## src/rtl/cfg_lane_pkg.sv

```systemverilog
package cfg_lane_pkg;
    typedef enum logic [1:0] {ST_IDLE, ST_RD, ST_WR, ST_RESP} lane_state_e;

    localparam logic [1:0] OP_READ   = 2'd0;
    localparam logic [1:0] OP_WRITE  = 2'd1;
    localparam logic [1:0] OP_MODIFY = 2'd2;

    localparam logic [1:0] SZ_BYTE  = 2'd0;
    localparam logic [1:0] SZ_WORD  = 2'd1;
    localparam logic [1:0] SZ_DWORD = 2'd2;

    localparam logic [31:0] STATUS_HALF = 32'hFFFF_0000;
endpackage

```

## src/rtl/cfg_lane_align.sv

```systemverilog
module cfg_lane_align
    import cfg_lane_pkg::*;
(
    input  logic [1:0] op,
    input  logic [1:0] size,
    input  logic [1:0] lane,
    output logic       bad
);
    always_comb begin
        bad = 1'b0;
        if (op == 2'd3)                          bad = 1'b1;
        if (size == 2'd3)                        bad = 1'b1;
        if (size == SZ_WORD && lane[0])          bad = 1'b1;
        if (size == SZ_DWORD && lane != 2'd0)    bad = 1'b1;
    end
endmodule

```

## src/rtl/cfg_lane_merge.sv

```systemverilog
module cfg_lane_merge
    import cfg_lane_pkg::*;
(
    input  logic [31:0] old_val,
    input  logic [31:0] new_data,
    input  logic [31:0] new_mask,
    input  logic [1:0]  size,
    input  logic [1:0]  lane,
    input  logic        masked,
    input  logic        prot_hit,
    output logic [31:0] merged,
    output logic [31:0] rd_ext
);
    logic [4:0]  sh;
    logic [31:0] lane_bits;
    logic [31:0] sel;
    logic [31:0] raw;
    logic [31:0] shifted;

    always_comb begin
        sh = {lane, 3'b000};
        case (size)
            SZ_BYTE: lane_bits = 32'h0000_00FF << sh;
            SZ_WORD: lane_bits = 32'h0000_FFFF << sh;
            default: lane_bits = 32'hFFFF_FFFF;
        endcase
        sel = masked ? ((new_mask << sh) & lane_bits) : lane_bits;
        raw = (old_val & ~sel) | ((new_data << sh) & sel);
        merged = prot_hit ? (raw & ~(STATUS_HALF & ~lane_bits)) : raw;

        shifted = old_val >> sh;
        case (size)
            SZ_BYTE: rd_ext = {24'd0, shifted[7:0]};
            SZ_WORD: rd_ext = {16'd0, shifted[15:0]};
            default: rd_ext = old_val;
        endcase
    end
endmodule

```

## src/rtl/cfg_lane_bridge.sv

```systemverilog
module cfg_lane_bridge
    import cfg_lane_pkg::*;
#(
    parameter int          OFFS_W     = 8,
    parameter bit          PROTECT_EN = 1'b1,
    parameter int          W1C_DWORD  = 1
) (
    input  logic              clk,
    input  logic              rst_n,
    input  logic              req_valid,
    input  logic [1:0]        req_op,
    input  logic [1:0]        req_size,
    input  logic [OFFS_W-1:0] req_offset,
    input  logic [31:0]       req_data,
    input  logic [31:0]       req_mask,
    output logic              busy,
    output logic              done,
    output logic              done_err,
    output logic [31:0]       done_rdata,
    output logic              be_req,
    output logic              be_we,
    output logic [OFFS_W-3:0] be_addr,
    output logic [31:0]       be_wdata,
    input  logic              be_ack,
    input  logic [31:0]       be_rdata
);
    localparam int IDX_W = OFFS_W - 2;

    typedef struct packed {
        lane_state_e      st;
        logic [1:0]       op;
        logic [1:0]       size;
        logic [1:0]       lane;
        logic [IDX_W-1:0] addr;
        logic [31:0]      data;
        logic [31:0]      mask;
        logic [31:0]      wdata;
        logic [31:0]      rdata;
        logic             err;
    } regs_t;

    regs_t       r_q, r_d;
    logic        bad;
    logic        prot_hit;
    logic [31:0] merged;
    logic [31:0] rd_ext;

    cfg_lane_align u_align (
        .op   (req_op),
        .size (req_size),
        .lane (req_offset[1:0]),
        .bad  (bad)
    );

    generate
        if (PROTECT_EN) begin : g_prot
            assign prot_hit = (r_q.addr == W1C_DWORD[IDX_W-1:0]);
        end else begin : g_noprot
            assign prot_hit = 1'b0;
        end
    endgenerate

    cfg_lane_merge u_merge (
        .old_val  (be_rdata),
        .new_data (r_q.data),
        .new_mask (r_q.mask),
        .size     (r_q.size),
        .lane     (r_q.lane),
        .masked   (r_q.op == OP_MODIFY),
        .prot_hit (prot_hit),
        .merged   (merged),
        .rd_ext   (rd_ext)
    );

    always_comb begin
        r_d = r_q;
        case (r_q.st)
            ST_IDLE: begin
                if (req_valid) begin
                    r_d.op    = req_op;
                    r_d.size  = req_size;
                    r_d.lane  = req_offset[1:0];
                    r_d.addr  = req_offset[OFFS_W-1:2];
                    r_d.data  = req_data;
                    r_d.mask  = req_mask;
                    r_d.err   = bad;
                    r_d.rdata = 32'd0;
                    if (bad) begin
                        r_d.st = ST_RESP;
                    end else if (req_op == OP_WRITE && req_size == SZ_DWORD) begin
                        r_d.wdata = req_data;
                        r_d.st    = ST_WR;
                    end else begin
                        r_d.st = ST_RD;
                    end
                end
            end
            ST_RD: begin
                if (be_ack) begin
                    if (r_q.op == OP_READ) begin
                        r_d.rdata = rd_ext;
                        r_d.st    = ST_RESP;
                    end else begin
                        r_d.wdata = merged;
                        r_d.st    = ST_WR;
                    end
                end
            end
            ST_WR: begin
                if (be_ack) r_d.st = ST_RESP;
            end
            default: r_d.st = ST_IDLE;
        endcase
    end

    always_ff @(posedge clk) begin
        if (!rst_n) begin
            r_q    <= '0;
            r_q.st <= ST_IDLE;
        end else begin
            r_q <= r_d;
        end
    end

    assign busy       = (r_q.st != ST_IDLE);
    assign done       = (r_q.st == ST_RESP);
    assign done_err   = done && r_q.err;
    assign done_rdata = r_q.rdata;
    assign be_req     = (r_q.st == ST_RD) || (r_q.st == ST_WR);
    assign be_we      = (r_q.st == ST_WR);
    assign be_addr    = r_q.addr;
    assign be_wdata   = r_q.wdata;
endmodule

```

## config.mk

```make
export PLATFORM = sky130hd
export DESIGN_NAME = cfg_lane_bridge
export DESIGN_NICKNAME = d
export VERILOG_FILES = /design/src/rtl/cfg_lane_pkg.sv /design/src/rtl/cfg_lane_align.sv /design/src/rtl/cfg_lane_merge.sv /design/src/rtl/cfg_lane_bridge.sv
export SDC_FILE = /design/constraint.sdc
export NUM_CORES = 1
export LEC_CHECK = 0
export BUFFER_PORTS_ARGS = -buffer_cell sky130_fd_sc_hd__buf_2
export CAP_MARGIN = 5
export CORE_MARGIN = 2
export CORE_UTILIZATION = 50
export CTS_CLUSTER_SIZE = 16
export DETAILED_ROUTE_END_ITERATION = 12
export GPL_ROUTABILITY_DRIVEN = 0
export PLACE_DENSITY_LB_ADDON = 0.25
export SYNTH_ARGS = -nofsm -noshare
export SYNTH_HDL_FRONTEND = slang
export SYNTH_SLANG_ARGS = --single-unit
```

## constraint.sdc

```tcl
create_clock -name clk -period 1.9 [get_ports clk]
set_input_delay 0.095 -clock clk [delete_from_list [all_inputs] [get_ports clk]]
set_output_delay 0.095 -clock clk [all_outputs]
set_load 0.02 [all_outputs]
```

==> qor.txt, run 1 <==
Worst setup EP type - flop
H-tree levels - 4
Fin cells - 1,441
Critical path required time - 2.25 ns
Crit Path Class - reg2reg
Skew final - 0.008627 ns
Clk_lat worst skew - 0.43 ns
Syn nets - 1,137
Min-Delay Path Class - in2reg
Post-synthesis sequential area ratio - 34.82%
Layout cells sized above 1 - 25.08%
Post-synth ARST share - 0%
FMAX - 528.6 MHz
Leakage - 4.371 nW
Slew HR - 59.73%
Global-route congestion overflow total - 0
Crit path from - r_q[135]$_SDFFE_PN0P_
Met3 Routed Length - 2.746 mm
Post-synth EDFFs - 0
Vias in the first global route - 8,034
Initial Utilization - 51.38%
CTS tree - yes
Syn Area/Cell - 8.053 um2
MaxCap Viol Count - 0
Reg2Reg Depth - 5
Post-DR wirelength/cell - 20.32 um
CP Launch Type - flop
# DRC - 0
Total vias in the final route - 8,549
First-pass GRT wire length - 43.82 mm
Synthesized flop and latch total - 143
Synthesized instance count - 1,021
Port buffer count - 186
Distinct cells, synth - 51
Router iterations before antenna repair - 6
Peak supply drop - 949.8 uV
DRT Wirelength - 29.29 mm
Pins over their slew limit - 0
Worst R2R Start - r_q[135]$_SDFFE_PN0P_
Antenna violations before repair - 1
Drt first-iter violations - 1,095
Area Overhead vs Synth - 30.67%
Largest net degree at the start of global routing - 73
Yosys warnings - 0
Placed Cells - 1,322
Least-Margin Pin Slew - 0.6041 ns
Final hold vios - 0
Routed met2 length - 13.24 mm
Rows - 46
Total core area - 16,000 um2
Die Area - 17,480 um2
# IOs - 187
Critical path arrival - 2.25 ns
Pwr Total - 13.45 mW
CTS sink count - 143
Worst reg-to-reg setup slack - 0.008 ns
DP HPWL - 19.58 mm
Final ANT Viol Nets - 0
DR top layer - met4
Setup-failing EPs final - 0
Clk slew on worst S/H paths - 0.06 ns
Crit share post-route - 99.56%
Mapped cell area - 8222 um2
Crit-path max FO - 20
RSZ-0062 raised after global routing - yes
Overall Global Routing Usage - 32.07%
Num CTS Buffers - 17
Worst R2R End - be_wdata[31]$_SDFFE_PN0P_
Via density - 5.933
Final Cell Area - 10,740 um2
Clk root buf - clkbuf_16
Post-DP Area - 9030 um2
# nets final - 1,327
Wire length on met1 - 11.81 mm
Status - finished, final reports clean
Synth Flop Type - dfxtp_1
Crit path capture - be_wdata[31]$_SDFFE_PN0P_
Die width - 132.2 um
Power Density - 1252 nW/um2
Clk buf depth - 2
Minimum clock period - 1.892 ns
Die Ht - 132.2 um
-- layer usage --
metal | vias up | GRT usage [%]
met5 | - | 0
met4 | 0 | 15.05
met3 | 121 | 7.459
met2 | 511 | 50.14
met1 | 3980 | 41.99
li1 | 3937 | -
-- kinds of logic after synthesis --
group	after synthesis	synth area share, %
mux	72	8.918
compound gates	342	28.90
fa+ha+maj	4	0.6088
flops	143	34.82
simple gates	304	15.83
buf+inv	156	10.93
-- synth_stat cells, types with 5 or more instances --
cell type | count | area share (%)
o211ai_1 | 16 | 1.5
clkbuf_1 | 43 | 2.0
a21o_1 | 8 | 0.73
nand3b_1 | 9 | 0.82
dfxtp_1 | 143 | 35
nand2_1 | 221 | 10
nand3_1 | 17 | 1.0
a21oi_1 | 43 | 2.6
inv_1 | 5 | 0.23
buf_4 | 74 | 6.8
o22ai_1 | 16 | 1.2
mux2_2 | 10 | 1.4
o211a_1 | 7 | 0.85
mux2i_1 | 62 | 7.5
o21ai_0 | 46 | 2.8
nor2_1 | 18 | 0.82
a21boi_0 | 97 | 8.9
o21ai_1 | 5 | 0.30
nor2b_1 | 17 | 1.3
o21a_1 | 10 | 0.91
a22oi_1 | 22 | 2.0
a31oi_1 | 27 | 2.1
buf_1 | 6 | 0.27
a41oi_1 | 9 | 0.96
buf_2 | 28 | 1.7
o2bb2ai_1 | 14 | 1.5
a2bb2oi_1 | 8 | 0.85
-- flip-flops by register name, indices dropped and copies added (netlist names) --
signal	count
r_q	73
be_wdata	32
done_rdata	32
be_addr	6
-- worst min-delay path by stage --
stage                  startpoint                          end  slack (ns)  cells past startpoint
floorplan           req_offset[2]      be_addr[0]$_SDFFE_PN0P_        0.24                      2
global placement      req_mask[4]         r_q[69]$_SDFFE_PN0P_        0.35                      3
detailed placement  req_offset[6]      be_addr[4]$_SDFFE_PN0P_        0.35                      3
CTS                  be_rdata[28]  done_rdata[28]$_SDFFE_PN0P_       0.002                      3
global route         be_rdata[17]  done_rdata[17]$_SDFFE_PN0P_        0.02                      3
finish               be_rdata[28]  done_rdata[28]$_SDFFE_PN0P_        0.02                      3
-- stage by stage --
stage               worst slack [ns]   TNS (ns)  utilization, %  hold slack [ns]
floorplan                    0.07014          0               -           0.2399
global placement             0.02177          0           56.44           0.3503
detailed placement         -0.005404  -0.009900           56.44           0.3530
CTS                         0.007785          0           65.81         0.002405
global route                -0.04762    -0.1521           67.14          0.02048
finish                      0.008322          0           67.14          0.01514
-- where the power goes --
part	internal (mW)	switching, mW
logic	2.20	3.26
clock network	2.47	1.29
registers	3.66	0.572
-- cell usage in the layout, fill, tap and decap left out, types with 4 or more instances in the layout --
cell             n
o21ai_0         45
bufinv_16        5
nand2_1        219
clkbuf_8         4
o2bb2ai_1       14
a21boi_0        97
mux2_2          10
nand3_1         17
a22oi_1         22
a21oi_1         43
a31oi_1         27
nand2b_1         4
o21ai_1          6
a21o_1           8
nor2_1          15
a2bb2oi_1        8
mux2i_1         60
dfxtp_1        140
nor2b_1         16
dlygate4sd3_1   78
nand3b_1         9
o211ai_1        16
o22ai_1         16
a41oi_1          8
clkbuf_16       20
buf_2          185
o211a_1          7
buf_12           9
inv_1            5
buf_4           41
o21a_1          10
-- worst max-delay path: stages (launching register included) --
cell and delay, ns:
dfxtp_2 0.46, buf_6 0.24, mux2_2 0.35, nor4_1 0.31, o221ai_1 0.24, a31oi_1 0.20
-- layout make-up --
class	instances	area [um2]
diodes	1	2.502
flip-flops and latches	143	2867
clock inverters	9	178.9
well taps	216	270.3
fillers	1343	5258
inverters	5	18.77
clock buffers	23	488.0
multi-input cells	722	4557
repair buffers	322	2361
-- what timing repair did --
| item | CTS | global route |
|---|---|---|
| buffers inserted | 0 | 4 |
| endpoints found under the hold margin | 98 | 0 |
| hold buffers | 78 | 0 |
| setup endpoints to repair | 25 | 104 |
| gates resized for setup | 6 | 22 |
| pin swaps | 0 | 2 |
| gates cloned | 1 | 3 |
No activity file was read; power rests on OpenSTA's default activity.
==> inputs of run 2 (changes only) <==
--- a/config.mk
+++ b/config.mk
@@ -8,7 +8,7 @@
 export BUFFER_PORTS_ARGS = -buffer_cell sky130_fd_sc_hd__buf_2
 export CAP_MARGIN = 5
 export CORE_MARGIN = 2
-export CORE_UTILIZATION = 50
+export CORE_UTILIZATION = 35
 export CTS_CLUSTER_SIZE = 16
 export DETAILED_ROUTE_END_ITERATION = 12
 export GPL_ROUTABILITY_DRIVEN = 0
==> qor.txt, run 2 (synthesized netlist as in run 1, its figures left out) <==
Status - finished, final reports clean
Critical path required time - 2.21 ns (-0.04 ns)
Largest net degree at the start of global routing - 68 (-6.8%)
# DRC - 0 (unchanged)
Leakage - 4.362 nW (-0.19%)
FMAX - 533.9 MHz (+0.99%)
Fin cells - 1,547 (+7.4%)
CTS tree - yes
Rows - 56 (+22%)
Worst R2R Start - r_q[135]$_SDFFE_PN0P_
Hold_sp - req_size[0]
Most frequent cells in the layout - nand2_1 (220), buf_2 (185), dfxtp_1 (140)
Placed Cells - 1,425 (+7.8%)
N_diodes - 0 (-1)
Initial Utilization - 35.34% (-16 points)
Port buffer count - 186 (unchanged)
Worst reg-to-reg setup slack - 0.05 ns (+0.04 ns)
Post-DR wirelength/cell - 19.35 um (-4.8%)
Critical path arrival - 2.19 ns (-0.06 ns)
Worst R2R End - be_wdata[12]$_SDFFE_PN0P_
Final Cell Area - 10,790 um2 (+0.45%)
CTS sink count - 143 (unchanged)
Post-DP Area - 9221 um2 (+2.1%)
Area Overhead vs Synth - 31.26%
Least-Margin Pin Slew - 0.6251 ns (+0.02101 ns)
Antenna violations before repair - 0 (-1)
Clk_lat worst skew - 0.44 ns (about the same)
Crit-path cells - dlygate4sd3_1, buf_2, nor3_1, nand4b_1, a221oi_4, buf_4, buf_12, a31oi_1
Total vias in the final route - 8,169 (-4.4%)
Biggest register - r_q
Skew final - 0.01236 ns (+0.003729 ns)
Slowest-stage cell, CP - dlygate4sd3_1
Slew HR - 58.15% (-1.6 points)
Crit share post-route - 98.59% (-0.97 points)
Num CTS Buffers - 17 (unchanged)
Met2 Track Usage GR - 37.01% (-13 points)
Vias in the first global route - 7,629 (-5.0%)
Pins over their slew limit - 0 (unchanged)
Router iterations before antenna repair - 5 (-1)
Met3 global-route usage - 4.901% (-2.6 points)
# nets final - 1,331 (+0.30%)
Hold EP - r_q[137]$_SDFFE_PN0P_
Crit Path Class - in2reg
DP HPWL - 21.04 mm (+7.5%)
Minimum clock period - 1.873 ns (-0.01849 ns)
Reg2Reg Depth - 6 (+1)
Die width - 157.3 um (+19%)
Setup-failing EPs final - 0 (unchanged)
Min-Delay Path Class - in2reg
Hold path cells - 3 (unchanged)
CP peak stage delay - 0.52 ns (+0.06 ns)
RSZ-0062 raised after global routing - yes
CP Launch Type - input port
Final hold vios - 0 (unchanged)
Total core area - 23,260 um2 (+45%)
Power Density - 1212 nW/um2 (-3.2%)
GRT Max-Usage Layer - met2
Drt first-iter violations - 813 (-26%)
Final ANT Viol Nets - 0 (unchanged)
Peak supply drop - 573.0 uV (-40%)
H-tree levels - 4 (unchanged)
Layout cells sized above 1 - 24.35% (-0.73 points)
Overall Global Routing Usage - 23.41% (-8.7 points)
Met1 usage - 31.46% (-11 points)
MaxCap Viol Count - 0 (unchanged)
First-pass GRT wire length - 43.82 mm (about the same)
# IOs - 187 (unchanged)
Clk slew on worst S/H paths - 0.07 ns (about the same)
Worst setup EP type - flop
Die Ht - 157.3 um (+19%)
Crit-path max FO - 32 (+60%)
Clk root buf - clkbuf_16
Global-route congestion overflow total - 0 (unchanged)
Die Area - 24,730 um2 (+41%)
Setup TNS - 0 ns (unchanged)
Via density - 5.281 (-11%)
Leading cell type in the layout, fill and taps excluded - nand2_1
Largest register FFs - 73 (unchanged)
Clk buf depth - 2 (unchanged)
DRT Wirelength - 29.93 mm (+2.2%)
## run 2: changes by cell type in the layout (fill, tap and decap cells not counted), moves of 3 or more
cell / before / now
inv_6: 0 / 5
dlygate4sd3_1: 78 / 86
buf_12: 9 / 14
clkbuf_8: 4 / 0
inv_8: 0 / 3
## run 2: worst max path at each step
stage | startpoint | to
6_report | req_offset[0] | be_wdata[16]$_SDFFE_PN0P_
4_1_cts | r_q[141]$_SDFFE_PN0P_ | be_wdata[8]$_SDFFE_PN0P_
3_3_place_gp | r_q[139]$_SDFFE_PN0P_ | be_wdata[29]$_SDFFE_PN0P_
3_5_place_dp | r_q[139]$_SDFFE_PN0P_ | be_wdata[30]$_SDFFE_PN0P_
5_1_grt | r_q[141]$_SDFFE_PN0P_ | be_wdata[21]$_SDFFE_PN0P_
2_1_floorplan | r_q[141]$_SDFFE_PN0P_ | done_rdata[10]$_SDFFE_PN0P_
## run 2: worst max-delay path, delay by kind of cell
family | cells | cell delay (ns)
buf+inv | 4 | 1.10
compound gates | 2 | 0.54
simple gates | 2 | 0.44
## run 2: area by class of cell
| cell class | count | area (um2) |
|---|---|---|
| Sequential cell | 143 | 2867 |
| Tap cell | 319 | 399.1 |
| Inverter | 5 | 18.77 |
| Timing Repair Buffer | 326 | 2396 |
| Clock inverter | 15 | 197.7 |
| Multi-Input combinational cell | 722 | 4488 |
| Fill cell | 2325 | 12470 |
| Clock buffer | 17 | 425.4 |
## run 2: power by group
part | switching (mW) | leakage (nW) | internal [mW] | total (mW)
logic | 3.13 | 2.89 | 2.11 | 5.24
registers | 0.566 | 1.17 | 3.65 | 4.22
clock network | 1.50 | 0.305 | 2.11 | 3.61
total | 5.20 | 4.36 | 7.88 | 13.1
## run 2: what timing repair did
item	4_1_cts	5_1_grt
gates resized for setup	1	15
buffers inserted	0	2
endpoints found under the hold margin	110	0
setup endpoints to repair	7	38
hold buffers	86	0
cloned	0	2
## run 2: per-layer routing
metal,part of all wire [%],up-vias
met4,3.2,0
met1,45,3835
met2,45,344
met5,0,-
li1,-,3935
met3,6.7,55
## run 2: stage by stage
stage / worst slack [ns] / hold slack [ns] / power (mW) / util, %
4_1_cts: 0.002319 / 0.001094 / 12.92 / 46.04
6_report: 0.02681 / 0.01413 / 13.08 / 46.39
3_5_place_dp: -0.09055 / 0.3586 / 9.147 / 39.64
3_3_place_gp: -0.07835 / 0.3461 / 9.141 / 39.64
2_1_floorplan: 0.07014 / 0.2399 / 7.654 / -
5_1_grt: -0.01622 / 0.02202 / 13.71 / 46.39
==> inputs of run 3 (changes only) <==
==> constraint.sdc (replaced) <==
create_clock -name clk -period 1.9 [get_ports clk]
set_input_delay 0.38 -clock clk [delete_from_list [all_inputs] [get_ports clk]]
set_output_delay 0.38 -clock clk [all_outputs]
set_load 0.02 [all_outputs]
==> qor.txt, run 3 (synthesized netlist as in run 1, its figures left out) <==
Hold_sp - req_offset[5]
Num CTS Buffers - 17 (unchanged)
CP Launch Type - flop
CP bufs+invs - 4 (unchanged)
Pins over their slew limit - 0 (unchanged)
Global-route congestion overflow total - 0 (unchanged)
Overall Global Routing Usage - 22.53% (-0.88 points)
Die width - 157.3 um (unchanged)
Largest net degree at the start of global routing - 78 (+15%)
Clk root buf - clkbuf_16
Worst setup EP type - flop
Hold path cells - 3 (unchanged)
Post-DR wirelength/cell - 19.95 um (+3.1%)
Delay-heaviest family, CP - compound AO/OA/AOI/OAI gates
# DRC - 0 (unchanged)
Crit-path cells - inv_1, ha_2, buf_4, a221oi_4, buf_6, buf_12, o21ai_0, a31oi_1
# nets final - 1,243 (-6.6%)
Critical path required time - 2.25 ns (+0.04 ns)
Vias in the first global route - 7,225 (-5.3%)
Slowest-stage cell, CP - a221oi_4
# IOs - 187 (unchanged)
Leading cell type in the layout, fill and taps excluded - nand2_1
Min-Delay Path Class - in2reg
Worst hold slack - 0.1893 ns (+0.1751 ns)
DRT Wirelength - 29.11 mm (-2.8%)
Leakage - 3.962 nW (-9.2%)
Worst R2R End - be_wdata[20]$_SDFFE_PN0P_
Layout cells sized above 1 - 26.40% (+2.1 points)
Slew HR - 64.18% (+6.0 points)
N_diodes - 0 (unchanged)
Routed met2 length - 12.83 mm (-4.9%)
Clk_lat worst skew - 0.43 ns (about the same)
Clk slew on worst S/H paths - 0.06 ns (about the same)
Worst reg-to-reg setup slack - 0.02 ns (-0.03 ns)
Worst R2R Start - r_q[141]$_SDFFE_PN0P_
Via density - 5.432 (+2.9%)
Total core area - 23,260 um2 (unchanged)
Fillcell total - 2,398 (+3.1%)
Critical path arrival - 2.23 ns (+0.04 ns)
Met3 Routed Length - 2.120 mm (+6.4%)
Crit share post-route - 98.79% (+0.20 points)
CTS sink count - 143 (unchanged)
Final Cell Area - 9912 um2 (-8.2%)
Worst slack at placement - -0.2536 ns (-0.1630 ns)
FMAX - 532.8 MHz (-0.20%)
CP peak stage delay - 0.40 ns (-0.12 ns)
First-pass GRT wire length - 41.78 mm (-4.6%)
DR top layer - met4
CTS tree - yes
Post-DP Area - 9139 um2 (-0.90%)
Wire length on met1 - 13.04 mm (-3.2%)
Setup-failing EPs final - 0 (unchanged)
Worst setup margin - 0.02307 ns (-0.003749 ns)
Area Overhead vs Synth - 20.56%
H-tree levels - 4 (unchanged)
Initial Utilization - 35.34% (unchanged)
Port buffer count - 186 (unchanged)
Router iterations before antenna repair - 5 (unchanged)
Reg2Reg Depth - 8 (+2)
DP HPWL - 20.71 mm (-1.6%)
Hold EP - be_addr[3]$_SDFFE_PN0P_
Final ANT Viol Nets - 0 (unchanged)
Biggest register - r_q
Antenna violations before repair - 0 (unchanged)
Minimum clock period - 1.877 ns (+0.003749 ns)
Least-Margin Pin Slew - 0.5354 ns (-0.08970 ns)
Setup TNS - 0 ns (unchanged)
Die Area - 24,730 um2 (unchanged)
RSZ-0062 raised after global routing - yes
Crit Path Class - reg2reg
Crit path from - r_q[141]$_SDFFE_PN0P_
Peak supply drop - 513.0 uV (-10%)
Rows - 56 (unchanged)
Power Density - 1274 nW/um2 (+5.2%)
Die Ht - 157.3 um (unchanged)
Total vias in the final route - 7,925 (-3.0%)
Drt first-iter violations - 608 (-25%)
Crit-path max FO - 8 (-75%)
MaxCap Viol Count - 0 (unchanged)
Final hold vios - 0 (unchanged)
Most frequent cells in the layout - nand2_1 (219), buf_2 (185), dfxtp_1 (140)
Status - finished, final reports clean
Largest register FFs - 73 (unchanged)
Clk buf depth - 2 (unchanged)
Skew final - 0.009286 ns (-0.003070 ns)
-- run 3: cell count changes in the layout (fill, tap and decap cells not counted), moves of 3 or more --
cell and change:
dlygate4sd3_1 -86, bufinv_16 -3, buf_12 -3, buf_4 -5
buf_6 +3
-- run 3: per-stage QoR --
stage	utilization, %	std cells	power, mW
after floorplan	-	1021	7.654
after global placement	39.29	1419	9.016
after detailed placement	39.29	1419	9.031
after CTS	41.76	1451	12.31
after global routing	42.61	1459	13.29
final	42.61	1459	12.63
-- run 3: worst max path at each step --
stage                                        endpoint  cells after the start
final                       be_wdata[20]$_SDFFE_PN0P_                      8
after global routing        be_wdata[19]$_SDFFE_PN0P_                      8
after CTS                   be_wdata[27]$_SDFFE_PN0P_                      7
after detailed placement    be_wdata[25]$_SDFFE_PN0P_                      5
after global placement      be_wdata[25]$_SDFFE_PN0P_                      5
after floorplan           done_rdata[10]$_SDFFE_PN0P_                      9
-- run 3: layer usage --
| metal | vias to the layer above | track usage [%] |
|---|---|---|
| li1 | 3768 | - |
| met4 | 0 | 10.43 |
| met3 | 54 | 3.965 |
| met5 | - | 0 |
| met1 | 3779 | 30.69 |
| met2 | 324 | 34.62 |
-- run 3: layout make-up --
| type | count | area (um2) | share of cell area (%) |
|---|---|---|---|
| inverter | 5 | 18.77 | 0.1893 |
| tap | 319 | 399.1 | 4.027 |
| sequential | 143 | 2872 | 28.97 |
| timing repair buffer | 238 | 1536 | 15.50 |
| clock inverter | 14 | 123.9 | 1.250 |
| multi-input combinational | 722 | 4523 | 45.63 |
| clock buffer | 18 | 439.2 | 4.431 |
-- run 3: what timing repair did --
item / 4_1_cts / 5_1_grt
hold buffers: 0 / 0
gates resized for setup: 4 / 23
buffers inserted: 0 / 3
pin swaps: 0 / 1
endpoints found under the setup margin: 44 / 51
cloned: 0 / 5
-- run 3: tightest hold or removal path, cell delays in order --
cell	delay, ns
buf_2	0.09
nand2_1	0.04
a21boi_0	0.06
-- run 3: power by group --
part | total, mW | internal, mW | switching (mW) | leakage, nW
Combinational | 5.14 | 2.02 | 3.12 | 2.52
Clock | 3.25 | 1.75 | 1.50 | 0.268
Sequential | 4.24 | 3.66 | 0.585 | 1.17
Total | 12.6 | 7.43 | 5.20 | 3.96
